<file path="src/rtl/rxq_pkg.sv">
package rxq_pkg;

  localparam int unsigned DEF_DATA_W = 24;
  localparam int unsigned DEF_DEPTH  = 8;

  // Tag encoding carried beside every word.
  localparam logic TAG_MASTER = 1'b1;
  localparam logic TAG_SLAVE  = 1'b0;

  // Circular pointer advance for any depth (no power-of-two assumption).
  function automatic int unsigned ptr_advance(int unsigned p, int unsigned depth);
    return (p == depth - 1) ? 0 : p + 1;
  endfunction

  // Occupancy after one cycle of accepted pushes and pops.
  function automatic int unsigned occ_next(int unsigned occ, logic inc, logic dec);
    return occ + (inc ? 1 : 0) - (dec ? 1 : 0);
  endfunction

endpackage

</file>
<file path="src/rtl/rxq_store.sv">
module rxq_store #(
  parameter int unsigned DATA_W = rxq_pkg::DEF_DATA_W,
  parameter int unsigned DEPTH  = rxq_pkg::DEF_DEPTH
) (
  input  logic              clk,
  input  logic              rst_n,
  input  logic              soft_rst,
  input  logic              push,
  input  logic [DATA_W-1:0] push_data,
  input  logic              push_tag,
  input  logic              pop,
  output logic [DATA_W-1:0] head_data,
  output logic              head_tag,
  output logic              empty,
  output logic              full,
  output logic              push_ok,
  output logic              push_drop,
  output logic              pop_ok
);
  import rxq_pkg::*;

  localparam int unsigned AW = (DEPTH > 1) ? $clog2(DEPTH) : 1;
  localparam int unsigned CW = $clog2(DEPTH + 1);
  localparam int unsigned EW = DATA_W + 1;

  logic [EW-1:0] mem [DEPTH];
  logic [AW-1:0] wr_ptr, rd_ptr;
  logic [CW-1:0] occ;

  assign empty     = (occ == '0);
  assign full      = (occ == CW'(DEPTH));
  assign push_ok   = push && !full;
  assign push_drop = push && full;
  assign pop_ok    = pop && !empty;

  // One write strobe per entry, tag stored as the top bit.
  for (genvar g = 0; g < DEPTH; g++) begin : g_entry
    logic we;
    assign we = push_ok && (wr_ptr == AW'(g));
    always_ff @(posedge clk or negedge rst_n) begin
      if (!rst_n)      mem[g] <= '0;
      else if (we)     mem[g] <= {push_tag, push_data};
    end
  end

  assign head_tag  = mem[rd_ptr][EW-1];
  assign head_data = mem[rd_ptr][DATA_W-1:0];

  always_ff @(posedge clk or negedge rst_n) begin
    if (!rst_n) begin
      wr_ptr <= '0;
      rd_ptr <= '0;
      occ    <= '0;
    end else if (soft_rst) begin
      wr_ptr <= '0;
      rd_ptr <= '0;
      occ    <= '0;
    end else begin
      if (push_ok) wr_ptr <= AW'(ptr_advance(int'(wr_ptr), DEPTH));
      if (pop_ok)  rd_ptr <= AW'(ptr_advance(int'(rd_ptr), DEPTH));
      occ <= CW'(occ_next(int'(occ), push_ok, pop_ok));
    end
  end

  // a dropped push (no pop) leaves the queue full.
  a_r9_drop_keeps_full: assert property (@(posedge clk) disable iff (!rst_n)
    (push_drop && !pop && !soft_rst) |=> full);

  // occupancy never exceeds the depth.
  a_r10_occ_bounded: assert property (@(posedge clk) disable iff (!rst_n)
    occ <= CW'(DEPTH));

  // software reset empties the queue.
  a_r7_soft_empties: assert property (@(posedge clk) disable iff (!rst_n)
    soft_rst |=> empty);

endmodule

</file>
<file path="src/rtl/rxq_out.sv">
module rxq_out #(
  parameter int unsigned DATA_W = rxq_pkg::DEF_DATA_W
) (
  input  logic              clk,
  input  logic              rst_n,
  input  logic              soft_rst,
  input  logic              pop_ok,
  input  logic              pop,
  input  logic              empty,
  input  logic [DATA_W-1:0] head_data,
  input  logic              head_tag,
  output logic [DATA_W-1:0] rd_data,
  output logic              rd_tag
);

  always_ff @(posedge clk or negedge rst_n) begin
    if (!rst_n) begin
      rd_data <= '0;
      rd_tag  <= 1'b0;
    end else if (soft_rst) begin
      rd_data <= '0;
      rd_tag  <= 1'b0;
    end else if (pop_ok) begin
      rd_data <= head_data;
      rd_tag  <= head_tag;
    end
  end

  // popping an empty queue leaves the read port unchanged.
  a_r8_empty_pop_holds: assert property (@(posedge clk) disable iff (!rst_n)
    (pop && empty && !soft_rst) |=> ($stable(rd_data) && $stable(rd_tag)));

endmodule

</file>
<file path="src/rtl/rxq_req.sv">
module rxq_req (
  input  logic clk,
  input  logic rst_n,
  input  logic soft_rst,
  input  logic empty,
  input  logic head_tag,
  input  logic push_drop,
  input  logic irq_en,
  input  logic dma_en,
  output logic master_req,
  output logic slave_req,
  output logic master_irq,
  output logic master_dma,
  output logic overflow
);
  import rxq_pkg::*;

  assign master_req = !empty && (head_tag == TAG_MASTER);
  assign slave_req  = !empty && (head_tag == TAG_SLAVE);
  assign master_irq = master_req && irq_en;
  assign master_dma = master_req && dma_en;

  always_ff @(posedge clk or negedge rst_n) begin
    if (!rst_n)          overflow <= 1'b0;
    else if (soft_rst)   overflow <= 1'b0;
    else if (push_drop)  overflow <= 1'b1;
  end

  // the two request flags are mutually exclusive.
  a_r4_flags_exclusive: assert property (@(posedge clk) disable iff (!rst_n)
    !(master_req && slave_req));

  // nothing is requested while the queue is empty.
  a_r4_empty_quiet: assert property (@(posedge clk) disable iff (!rst_n)
    empty |-> (!master_req && !slave_req));

  // the interrupt and DMA requests need a head word.
  a_r5_irq_needs_word: assert property (@(posedge clk) disable iff (!rst_n)
    master_irq |-> !empty);
  a_r6_dma_needs_word: assert property (@(posedge clk) disable iff (!rst_n)
    master_dma |-> !empty);

  // overflow stays set until a reset.
  a_r9_overflow_sticky: assert property (@(posedge clk) disable iff (!rst_n)
    (overflow && !soft_rst) |=> overflow);

  // software reset clears overflow.
  a_r7_soft_clears_ovf: assert property (@(posedge clk) disable iff (!rst_n)
    soft_rst |=> !overflow);

endmodule

</file>
<file path="src/rtl/tagged_rx_fifo.sv">
module tagged_rx_fifo #(
  parameter int unsigned DATA_W = rxq_pkg::DEF_DATA_W,
  parameter int unsigned DEPTH  = rxq_pkg::DEF_DEPTH
) (
  input  logic              clk,
  input  logic              rst_n,
  input  logic              soft_rst,
  input  logic              push,
  input  logic [DATA_W-1:0] push_data,
  input  logic              push_tag,
  input  logic              pop,
  input  logic              irq_en,
  input  logic              dma_en,
  output logic [DATA_W-1:0] rd_data,
  output logic              rd_tag,
  output logic              full,
  output logic              master_req,
  output logic              slave_req,
  output logic              master_irq,
  output logic              master_dma,
  output logic              overflow
);

  // Internal events, named for the assertions.
  logic [DATA_W-1:0] head_data;
  logic              head_tag;
  logic              empty;
  logic              push_ok;
  logic              push_drop;
  logic              pop_ok;

  rxq_store #(.DATA_W(DATA_W), .DEPTH(DEPTH)) u_store (
    .clk       (clk),
    .rst_n     (rst_n),
    .soft_rst  (soft_rst),
    .push      (push),
    .push_data (push_data),
    .push_tag  (push_tag),
    .pop       (pop),
    .head_data (head_data),
    .head_tag  (head_tag),
    .empty     (empty),
    .full      (full),
    .push_ok   (push_ok),
    .push_drop (push_drop),
    .pop_ok    (pop_ok)
  );

  rxq_out #(.DATA_W(DATA_W)) u_out (
    .clk       (clk),
    .rst_n     (rst_n),
    .soft_rst  (soft_rst),
    .pop_ok    (pop_ok),
    .pop       (pop),
    .empty     (empty),
    .head_data (head_data),
    .head_tag  (head_tag),
    .rd_data   (rd_data),
    .rd_tag    (rd_tag)
  );

  rxq_req u_req (
    .clk        (clk),
    .rst_n      (rst_n),
    .soft_rst   (soft_rst),
    .empty      (empty),
    .head_tag   (head_tag),
    .push_drop  (push_drop),
    .irq_en     (irq_en),
    .dma_en     (dma_en),
    .master_req (master_req),
    .slave_req  (slave_req),
    .master_irq (master_irq),
    .master_dma (master_dma),
    .overflow   (overflow)
  );

  // an accepted push makes the queue non-empty on the next cycle.
  a_r1_push_fills: assert property (@(posedge clk) disable iff (!rst_n)
    (push_ok && !soft_rst) |=> (master_req || slave_req));

endmodule

</file>
<file path="config.mk">
export PLATFORM = sky130hd
export DESIGN_NAME = tagged_rx_fifo
export DESIGN_NICKNAME = d
export VERILOG_FILES = /design/src/rtl/rxq_pkg.sv /design/src/rtl/rxq_store.sv /design/src/rtl/rxq_out.sv /design/src/rtl/rxq_req.sv /design/src/rtl/tagged_rx_fifo.sv
export SDC_FILE = /design/constraint.sdc
export NUM_CORES = 1
export LEC_CHECK = 0
export CELL_PAD_IN_SITES_DETAIL_PLACEMENT = 2
export CELL_PAD_IN_SITES_GLOBAL_PLACEMENT = 2
export CORE_MARGIN = 10
export CORE_UTILIZATION = 48
export CTS_CLUSTER_SIZE = 10
export DETAILED_ROUTE_END_ITERATION = 6
export GPL_ROUTABILITY_DRIVEN = 0
export PLACE_DENSITY = 0.94
export RECOVER_POWER = 50
export SYNTH_ARGS = -nofsm -noshare
export SYNTH_HDL_FRONTEND = slang
export SYNTH_SLANG_ARGS = --single-unit
</file>
<file path="constraint.sdc">
create_clock -name clk -period 8.1 [get_ports clk]
set_clock_uncertainty 0.15 [all_clocks]
set_input_delay 1.215 -clock clk [delete_from_list [all_inputs] [get_ports clk]]
set_output_delay 1.215 -clock clk [all_outputs]
set_load 0.05 [all_outputs]
</file>
## Word-level counts from Yosys, hierarchy flattened

Cells that the tools add are included.

| cells by class | value |
|---|---|
| bitwise operators | 2 |
| eq/ne operators | 9 |
| mux-type cells | 18 |
| reduce and logical (&&, ||, !) cells | 22 |
| order comparisons | 1 |
| add/subtract/negate cells | 4 |

Operators with widths:

| operator | number |
|---|---|
| $bmux W25 S3 | 1 |
| $mux W25 | 2 |
| $mux W24 | 2 |
| $mux W3 | 6 |
| $eq A3 B3 Y1 const B | 5 |
| $logic_and A1 B1 Y1 | 15 |
| $add A3 B1 Y3 const B | 2 |
| $eq A3 B2 Y1 const B | 2 |
| $mux W1 | 6 |
| $reduce_bool A2 Y1 | 3 |
| $add A4 B4 Y4 | 1 |
| $eq A4 B4 Y1 const B | 1 |
| $ge A4 B4 Y1 const B | 1 |
| $logic_not A4 Y1 | 1 |
| $mux W4 | 1 |
| $not A3 Y4 | 1 |
| $sub A4 B4 Y4 | 1 |
| $eq A3 B1 Y1 const B | 1 |
| $logic_not A3 Y1 | 1 |
| $logic_not A1 Y1 | 2 |
| $not A1 Y1 | 1 |

| word-level totals | value |
|---|---|
| bits in registers | 236 |
| bits of input ports | 32 |

## Depth between registers and ports, before layout

Gate-level depths: netlist (run 1).

| depth | value |
|---|---|
| depth after elaboration | 7 |
| depth in mapped cells | 13 |
| mapped depth without buffers | 12 |

## Modules after synthesis

Synthesis (run 1) repeated with hierarchy kept, for this count alone.

| unflattened totals | value |
|---|---|
| cell total of the unflattened synthesis | 682 |
| area, all modules | 11269.6 um^2 |

Modules (own cells, without submodules):

| module | seq. area each (um^2) | area each (um^2) | instances | cells an instance |
|---|---|---|---|---|
| rxq_store | 5255.0 | 10167.3 | 1 | 595 |
| rxq_out | 625.6 | 1034.7 | 1 | 81 |
| rxq_req | 25.0 | 67.6 | 1 | 6 |

## Worst setup path after synthesis (run 1)

No wires, ideal clock.

| timing | value |
|---|---|
| path type | register to output |
| from | register u_store.rd_ptr[2] |
| to | output port slave_req |
| stages on the path, launching flop included | 7 |
| arrival | 1.938 ns |
| data required time | 6.735 ns |
| path buffers | 2 |
| setup slack | 4.797 ns |
| cell sequence | dfrtp_1 buf_2 nand2b_1 clkbuf_1 a211oi_1 a211oi_1 a21oi_1 |

| between the ends | value |
|---|---|
| word-level cells in the longest chain between the ends | 6 |

RTL lines:

| item | RTL line | source |
|---|---|---|
| from (decl) | rxq_store.sv:27 | `logic [AW-1:0] wr_ptr, rd_ptr;` |
| from (signal assigned) | rxq_store.sv:60 | `if (pop_ok) rd_ptr <= AW'(ptr_advance(int'(rd_ptr), DEPTH));` |
| $not A3 Y4 (not written as such) | rxq_store.sv:46 | `assign head_tag = mem[rd_ptr][EW-1];` |
| $bmux W25 S3 | rxq_store.sv:46 |  |
| $mux W25 (not written as such) (2 in series) | rxq_store.sv:46 |  |
| $not A1 Y1 | rxq_req.sv:19 | `assign slave_req = !empty && (head_tag == TAG_SLAVE);` |
| $logic_and A1 B1 Y1 | rxq_req.sv:19 |  |
| to (decl) | tagged_rx_fifo.sv:18 | `output logic slave_req,` |

Every way passes these cells. The select of a mux whose other input is x is not followed.

## Final worst setup path (run 1)

| timing | value |
|---|---|
| from | register u_store.rd_ptr[0] |
| to | output port master_dma |

| between the ends | value |
|---|---|
| word-level cells in the longest chain between the ends | 6 |

RTL lines:

| item | RTL line | source |
|---|---|---|
| $not A3 Y4 (not written as such) | rxq_store.sv:46 |  |
| $bmux W25 S3 | rxq_store.sv:46 |  |
| $mux W25 (not written as such) (2 in series) | rxq_store.sv:46 |  |
| $logic_and A1 B1 Y1 | rxq_req.sv:18 | `assign master_req = !empty && (head_tag == TAG_MASTER);` |
| $logic_and A1 B1 Y1 | rxq_req.sv:21 | `assign master_dma = master_req && dma_en;` |
| to (decl) | tagged_rx_fifo.sv:20 | `output logic master_dma,` |

Every way passes these cells. The select of a mux whose other input is x is not followed.

==> results of run 1 <==
==> metal layers <==
layer / vias to the layer above / wire length [um] / global-route usage
li1: 2791 / - / -
met5: - / 0 / 0
met2: 161 / 18200 / 0.407
met4: 0 / 993 / 0.0752
met3: 66 / 1300 / 0.0358
met1: 3633 / 13200 / 0.250
==> kinds of logic (layout without fill, tap and decap cells) <==
group                    Yosys count  count (layout)  share of synthesized area
multiplexers                     250             250                      0.311
AO/OA/AOI/OAI                     87              87                     0.0559
other                              0               1                          0
XOR/XNOR                           2               2                    0.00152
AND/OR/NAND/NOR                   89              89                     0.0554
adder cells (fa/ha/maj)           15              15                     0.0170
flip-flops                       236             236                      0.513
buffers and inverters             60             120                     0.0465
==> cell usage after synthesis (all sizes together) (2+ instances only) <==
master,instances,area [um^2]
a211oi,28,210
a21oi,25,125
a31oi,8,50.1
a32o,25,250
and2,3,18.8
and3,3,18.8
buf,42,468
clkbuf,7,26.3
dfrtp,236,5910
ha,14,175
inv,11,41.3
mux2,200,2780
mux2i,26,260
mux4,24,541
nand2,14,166
nand2b,19,119
nor2,7,33.8
nor2b,28,175
or2,8,50.1
or3,2,12.5
xnor2,2,17.5
==> stage by stage <==
step / cells / setup slack, ps / utilization
after floorplan: 739 / 4800 / -
after global placement: 1078 / 3730 / 0.514
after detailed placement: 1078 / 3580 / 0.514
after CTS: 1118 / 2930 / 0.548
after global routing: 1118 / 1420 / 0.546
final: 1119 / 2090 / 0.547
==> sequential cells by signal (all words and copies together), names as in the netlist <==
signal          cells
u_out.rd_tag        1
u_req.overflow      1
u_store.wr_ptr      3
u_store.mem       200
u_store.occ         4
u_store.rd_ptr      3
u_out.rd_data      24
==> worst max-delay path: cells and delay by family, from the launching register on <==
kind / cells / cell delay, ps
AO/OA/AOI/OAI: 1 / 320
buffers and inverters: 1 / 810
AND/OR/NAND/NOR: 2 / 440
flip-flops: 1 / 2150
multiplexers: 1 / 360
==> area by class of cell <==
cell class | instances | area (um^2) | share of cell area
diodes | 1 | 2.50 | 0.000194
inverters | 11 | 41.3 | 0.00321
well taps | 319 | 399 | 0.0310
multi-input cells | 443 | 5060 | 0.393
clock inverters | 1 | 5.00 | 0.000389
flip-flops and latches | 236 | 5910 | 0.459
repair buffers | 69 | 671 | 0.0521
clock buffers | 39 | 783 | 0.0609
==> layout by cell type, fill, tap and decap left out, drive strengths merged, types with 7 or more instances in the layout <==
cell and instances:
mux4 24, ha 14, mux2i 26, a211oi 28, nor2b 28, nand2b 19
clkbuf 41, mux2 200, nor2 7, clkdlybuf4s50 59, a21oi 25, dfrtp 236
nand2 14, inv 11, a32o 25, or2 8, a31oi 8
==> power breakdown <==
part           switching (mW)  total (mW)  internal (mW)
Sequential              0.385        2.04           1.66
Clock                   0.478        1.14          0.658
Combinational           0.849        1.84          0.989
Total                    1.71        5.01           3.30
==> worst paths after layout <==
kind	start	to	slack, ps	cells after the start
min reg2reg	u_store.mem[5]$_DFFE_PN0P_	u_store.mem[5]$_DFFE_PN0P_	340	1
min	u_store.mem[5]$_DFFE_PN0P_	u_store.mem[5]$_DFFE_PN0P_	340	1
min in group asynchronous	rst_n	u_store.mem[166]$_DFFE_PN0P_	560	1
max	u_store.rd_ptr[0]$_DFFE_PN0P_	master_dma	2090	5
max in group asynchronous	rst_n	u_store.mem[83]$_DFFE_PN0P_	2390	2
max reg2reg	u_store.rd_ptr[0]$_DFFE_PN0P_	u_out.rd_data[7]$_DFFE_PN0P_	3630	4
==> run_results.csv, run 1 <==
group,metric,value,unit
timing,maxSlewViolCount,227,
worst_setup_path,worst_ep_arrival_time,4650,ps
cts,post_cts.resized_instances,0,
synth,synth_cell_types,36,
worst_setup_path,slowest_stage,"dfrtp_1",
power_and_ir_drop,report.power.total,5.01,mW
worst_setup_path,crit_type,"register to output pin",
timing,report.final.hold_viol_count,0,
timing,max_slew.worst_pin.slew,4600,ps
cts,clock_sink_count,236,
timing,report.final.setup_viol,0,
cts,ctsLongestPathBuffers,3,
power_and_ir_drop,peakVddDrop,0.000209,V
power_and_ir_drop,cellLeakagePower,5.95,nW
synth,ys_ff_latch,236,
run_status,failed_checks,"max-capacitance violations, max-slew violations",
synth,asyncSetResetFlopFracSynth,1.00,
timing,fin_tns_setup,0,ps
timing,grt_setup_unrepaired,"false",
floorplanning,fp.dieArea,30600,um^2
synth,post_synthesis_sequential_area_ratio,0.513,
cts,post-cts-setup-buffers,0,
floorplanning,ioPinCount,63,
run_status,run_status,"finished, violations left",
drt,drt_pass1_iterations,4,
synth,synth.net_count,786,
timing,period_share,0.742,
cts,clock_tree_from_tritoncts,"done",
layout,num-nets-final,836,
grt,globalRouteTotalUtil,0.220,
cts,cts_hold_buf,0,
flow_run,drv_cap,4,
synth,synth_cells,739,
synth,synth_warnings,0,
worst_setup_path,crit_path_cell_trace,"mux2i_1 -> a21oi_1 -> and4bb_2 -> and2_1 -> clkdlybuf4s50_1",
cts,ctsRootBufferMaster,"clkbuf_16",
grt,grt_antenna_before_repair,1,
floorplanning,core.rowCount,56,
floorplanning,floorplan.core_area,23500,um^2
place,detailed_place_hpwl,20200,um
cts,cts.htree.levels,1,
layout,final.fill_count,2107,
grt,first_global_vias,8157,
synth,synth-main-ff-cell,"dfrtp_1",
grt,overflow,0,
worst_setup_path,critical_path.max_fanout,55,
place,placement.cell_area,12100,um^2
floorplanning,start_util,0.489,
layout,area_delta_synth_final,11.8,%
drt,drt_iter0_markers,330,
place,place.port_buffers,62,
layout,post_route_cells_drive_above_1_share,0.318,
synth,mappedNetlistArea,11500,um^2
floorplanning,die_w,175,um
drt,wl_per_cell,30.1,um
drt,detailroute.via_count,6651,
worst_setup_path,critical_path.startpoint_type,"register",
worst_setup_path,slowest_delay,2150,ps
worst_setup_path,timing.critical_path.required,6730,ps
power_and_ir_drop,powerDensity,390,nW/um^2
worst_setup_path,worst_setup_path_end_kind,"output pin",
cts,worst_skew_pair.late_latency,540,ps
cts,tritoncts.num_buffers,28,
drt,route.antenna.remaining_nets,0,
layout,postLayoutCellArea,12900,um^2
timing,max_freq,166,MHz
timing,fin_hold_ws,342,ps
min_path,holdCritPathClass,"register to register",
synth,synth_enable_flop_cells,0,
drt,routed_wirelength,33700,um
grt,grt_first_pass_wirelength,52000,um
timing,post_layout_min_period,6010,ps
floorplanning,die_y,175,um
synth,syn_area_per_cell,15.6,um^2
timing,relSlewSlack,-2.06,
drt,vias_per_instance,5.94,
drt,post-route-drc-count,0,
grt,largest_net_degree_at_the_start_of_global_routing,96,
cts,clkTransAtPathRegs,60,ps
Note: power is estimated with default switching activity, not from simulation.
==> run 2: changes to the inputs <==
Settings changed: CORE_UTILIZATION 48 to 45, PLACE_DENSITY 0.94 to 0.9.
Clock period 8.1 ns to 5.98 ns, I/O delays scaled along.
==> run_results.csv, run 2 (synthesis results as in run 1) <==
group,metric,value,unit
run_status,run_status,"finished, violations left",
run_status,failed_checks,"max-capacitance violations, max-slew violations",
worst_setup_path,crit_type,"input pin to asynchronous set/reset pin",
cts,tritoncts.num_buffers,28,
worst_setup_path,critPathBufInv,2,
power_and_ir_drop,cellLeakagePower,5.94,nW
cts,clock_sink_count,236,
grt,grt_antenna_before_repair,0,
timing,grt_setup_unrepaired,"false",
cts,worst_skew_pair.late_latency,540,ps
drt,drt_pass1_iterations,4,
drt,detailroute.via_count,6573,
flow_run,drv_cap,3,
layout,post_route_cells_drive_above_1_share,0.323,
floorplanning,ioPinCount,63,
layout,area_delta_synth_final,11.8,%
floorplanning,core.rowCount,58,
layout,largest_register_ff_count,200,
cts,ctsRootBufferMaster,"clkbuf_16",
worst_setup_path,timing.critical_path.required,6100,ps
layout,final.fill_count,2258,
min_path,holdCritPathClass,"register to register",
drt,routed_wirelength,34100,um
worst_setup_path,critical_path.max_fanout,136,
grt,largest_net_degree_at_the_start_of_global_routing,137,
grt,globalRouteTotalUtil,0.207,
worst_setup_path,worst_setup_path_end_kind,"asynchronous set/reset pin",
drt,route.antenna.remaining_nets,0,
drt,drt_iter0_markers,406,
worst_setup_path,slowest_stage,"clkbuf_2",
grt,grt_first_pass_wirelength,52800,um
layout,max_flop_register,"u_store.mem",
worst_setup_path,slowest_delay,1740,ps
layout,mostFrequentLayoutCell,"dfrtp_1",
timing,report.final.hold_viol_count,0,
power_and_ir_drop,powerDensity,529,nW/um^2
power_and_ir_drop,peakVddDrop,0.000308,V
layout,top_registers,"u_store.mem: 200 flops, u_out.rd_data: 24 flops, u_store.occ: 4 flops",
timing,maxSlewViolCount,265,
floorplanning,die_y,180,um
floorplanning,die_w,180,um
floorplanning,fp.dieArea,32400,um^2
cts,clkTransAtPathRegs,60,ps
place,place.port_buffers,62,
timing,fin_tns_setup,0,ps
worst_setup_path,critical_path.startpoint_type,"input pin",
timing,max_slew.worst_pin.slew,2570,ps
timing,report.final.setup_viol,0,
layout,n_antenna_cell,0,
worst_setup_path,crit_path_cell_trace,"clkbuf_2 -> clkbuf_4",
cts,post_cts.resized_instances,0,
drt,vias_per_instance,5.84,
timing,post_layout_min_period,4420,ps
drt,wl_per_cell,30.3,um
timing,period_share,0.739,
place,detailed_place_hpwl,18200,um
grt,first_global_vias,8054,
floorplanning,start_util,0.457,
grt,overflow,0,
cts,post-cts-setup-buffers,0,
cts,clock_tree_from_tritoncts,"done",
cts,cts.htree.levels,1,
drt,post-route-drc-count,0,
worst_setup_path,cp_top_family,"buffers and inverters",
floorplanning,floorplan.core_area,25200,um^2
layout,commonest_non_fill_non_tap_cells_in_the_layout,"dfrtp_1, mux2_4, clkdlybuf4s50_1, mux2_2, clkbuf_16",
timing,max_freq,226,MHz
cts,cts_hold_buf,0,
timing,relSlewSlack,-0.710,
power_and_ir_drop,report.power.total,6.81,mW
layout,num-nets-final,836,
worst_setup_path,worst_ep_arrival_time,4540,ps
cts,ctsLongestPathBuffers,3,
## run 2: worst register-to-register path, stage by stage (launching register included)
cell	delay, ps
dfrtp_1	370
inv_1	110
ha_1	160
or3b_1	440
and2_0	280
nand2_1	1150
mux2_1	450
## run 2: cell type report
cell class / count / area, um^2 / area share
clock inverter: 1 / 7.51 / 0.000583
tap: 330 / 413 / 0.0321
timing repair buffer: 69 / 668 / 0.0519
sequential: 236 / 5910 / 0.459
inverter: 11 / 41.3 / 0.00321
clock buffer: 36 / 772 / 0.0600
multi-input combinational: 443 / 5060 / 0.393
## run 2: metrics by stage
| step | hold slack, ps | instances | util | cell area [um^2] | setup slack, ps |
|---|---|---|---|---|---|
| 3_3_place_gp | 318 | 1089 | 0.482 | 12100 | 2330 |
| 2_1_floorplan | 309 | 739 | - | 11500 | 3000 |
| 5_1_grt | 367 | 1126 | 0.511 | 12900 | 787 |
| 3_5_place_dp | 336 | 1089 | 0.482 | 12100 | 2180 |
| 4_1_cts | 287 | 1126 | 0.513 | 12900 | 1600 |
| 6_report | 345 | 1126 | 0.511 | 12900 | 1560 |
## run 2: path summary, 6_finish.rpt
path                                                from                           end  slack (ps)  cells after the start
max in group clk           u_store.rd_ptr[2]$_DFFE_PN0P_                    master_dma        1620                      6
min reg2reg                  u_store.mem[10]$_DFFE_PN0P_   u_store.mem[10]$_DFFE_PN0P_         340                      1
max                                                rst_n   u_store.mem[53]$_DFFE_PN0P_        1560                      2
max reg2reg                     u_store.occ[2]$_DFF_PN0_   u_store.mem[23]$_DFFE_PN0P_        2730                      6
min                          u_store.mem[10]$_DFFE_PN0P_   u_store.mem[10]$_DFFE_PN0P_         340                      1
min in group asynchronous                          rst_n  u_store.mem[170]$_DFFE_PN0P_         970                      1
## run 2: metal layers
| metal | part of all wire | routed length [um] | vias to the layer above | track usage |
|---|---|---|---|---|
| li1 | - | - | 2774 | - |
| met5 | 0 | 0 | - | 0 |
| met4 | 0.026 | 884 | 0 | 0.0655 |
| met3 | 0.044 | 1490 | 52 | 0.0378 |
| met2 | 0.52 | 17700 | 164 | 0.366 |
| met1 | 0.41 | 14000 | 3583 | 0.251 |
## run 2: where the power goes
group	leakage [nW]	switching (mW)	internal (mW)
Combinational	2.52	1.16	1.33
Clock	0.378	0.671	0.886
Sequential	3.04	0.519	2.24
Total	5.94	2.35	4.46
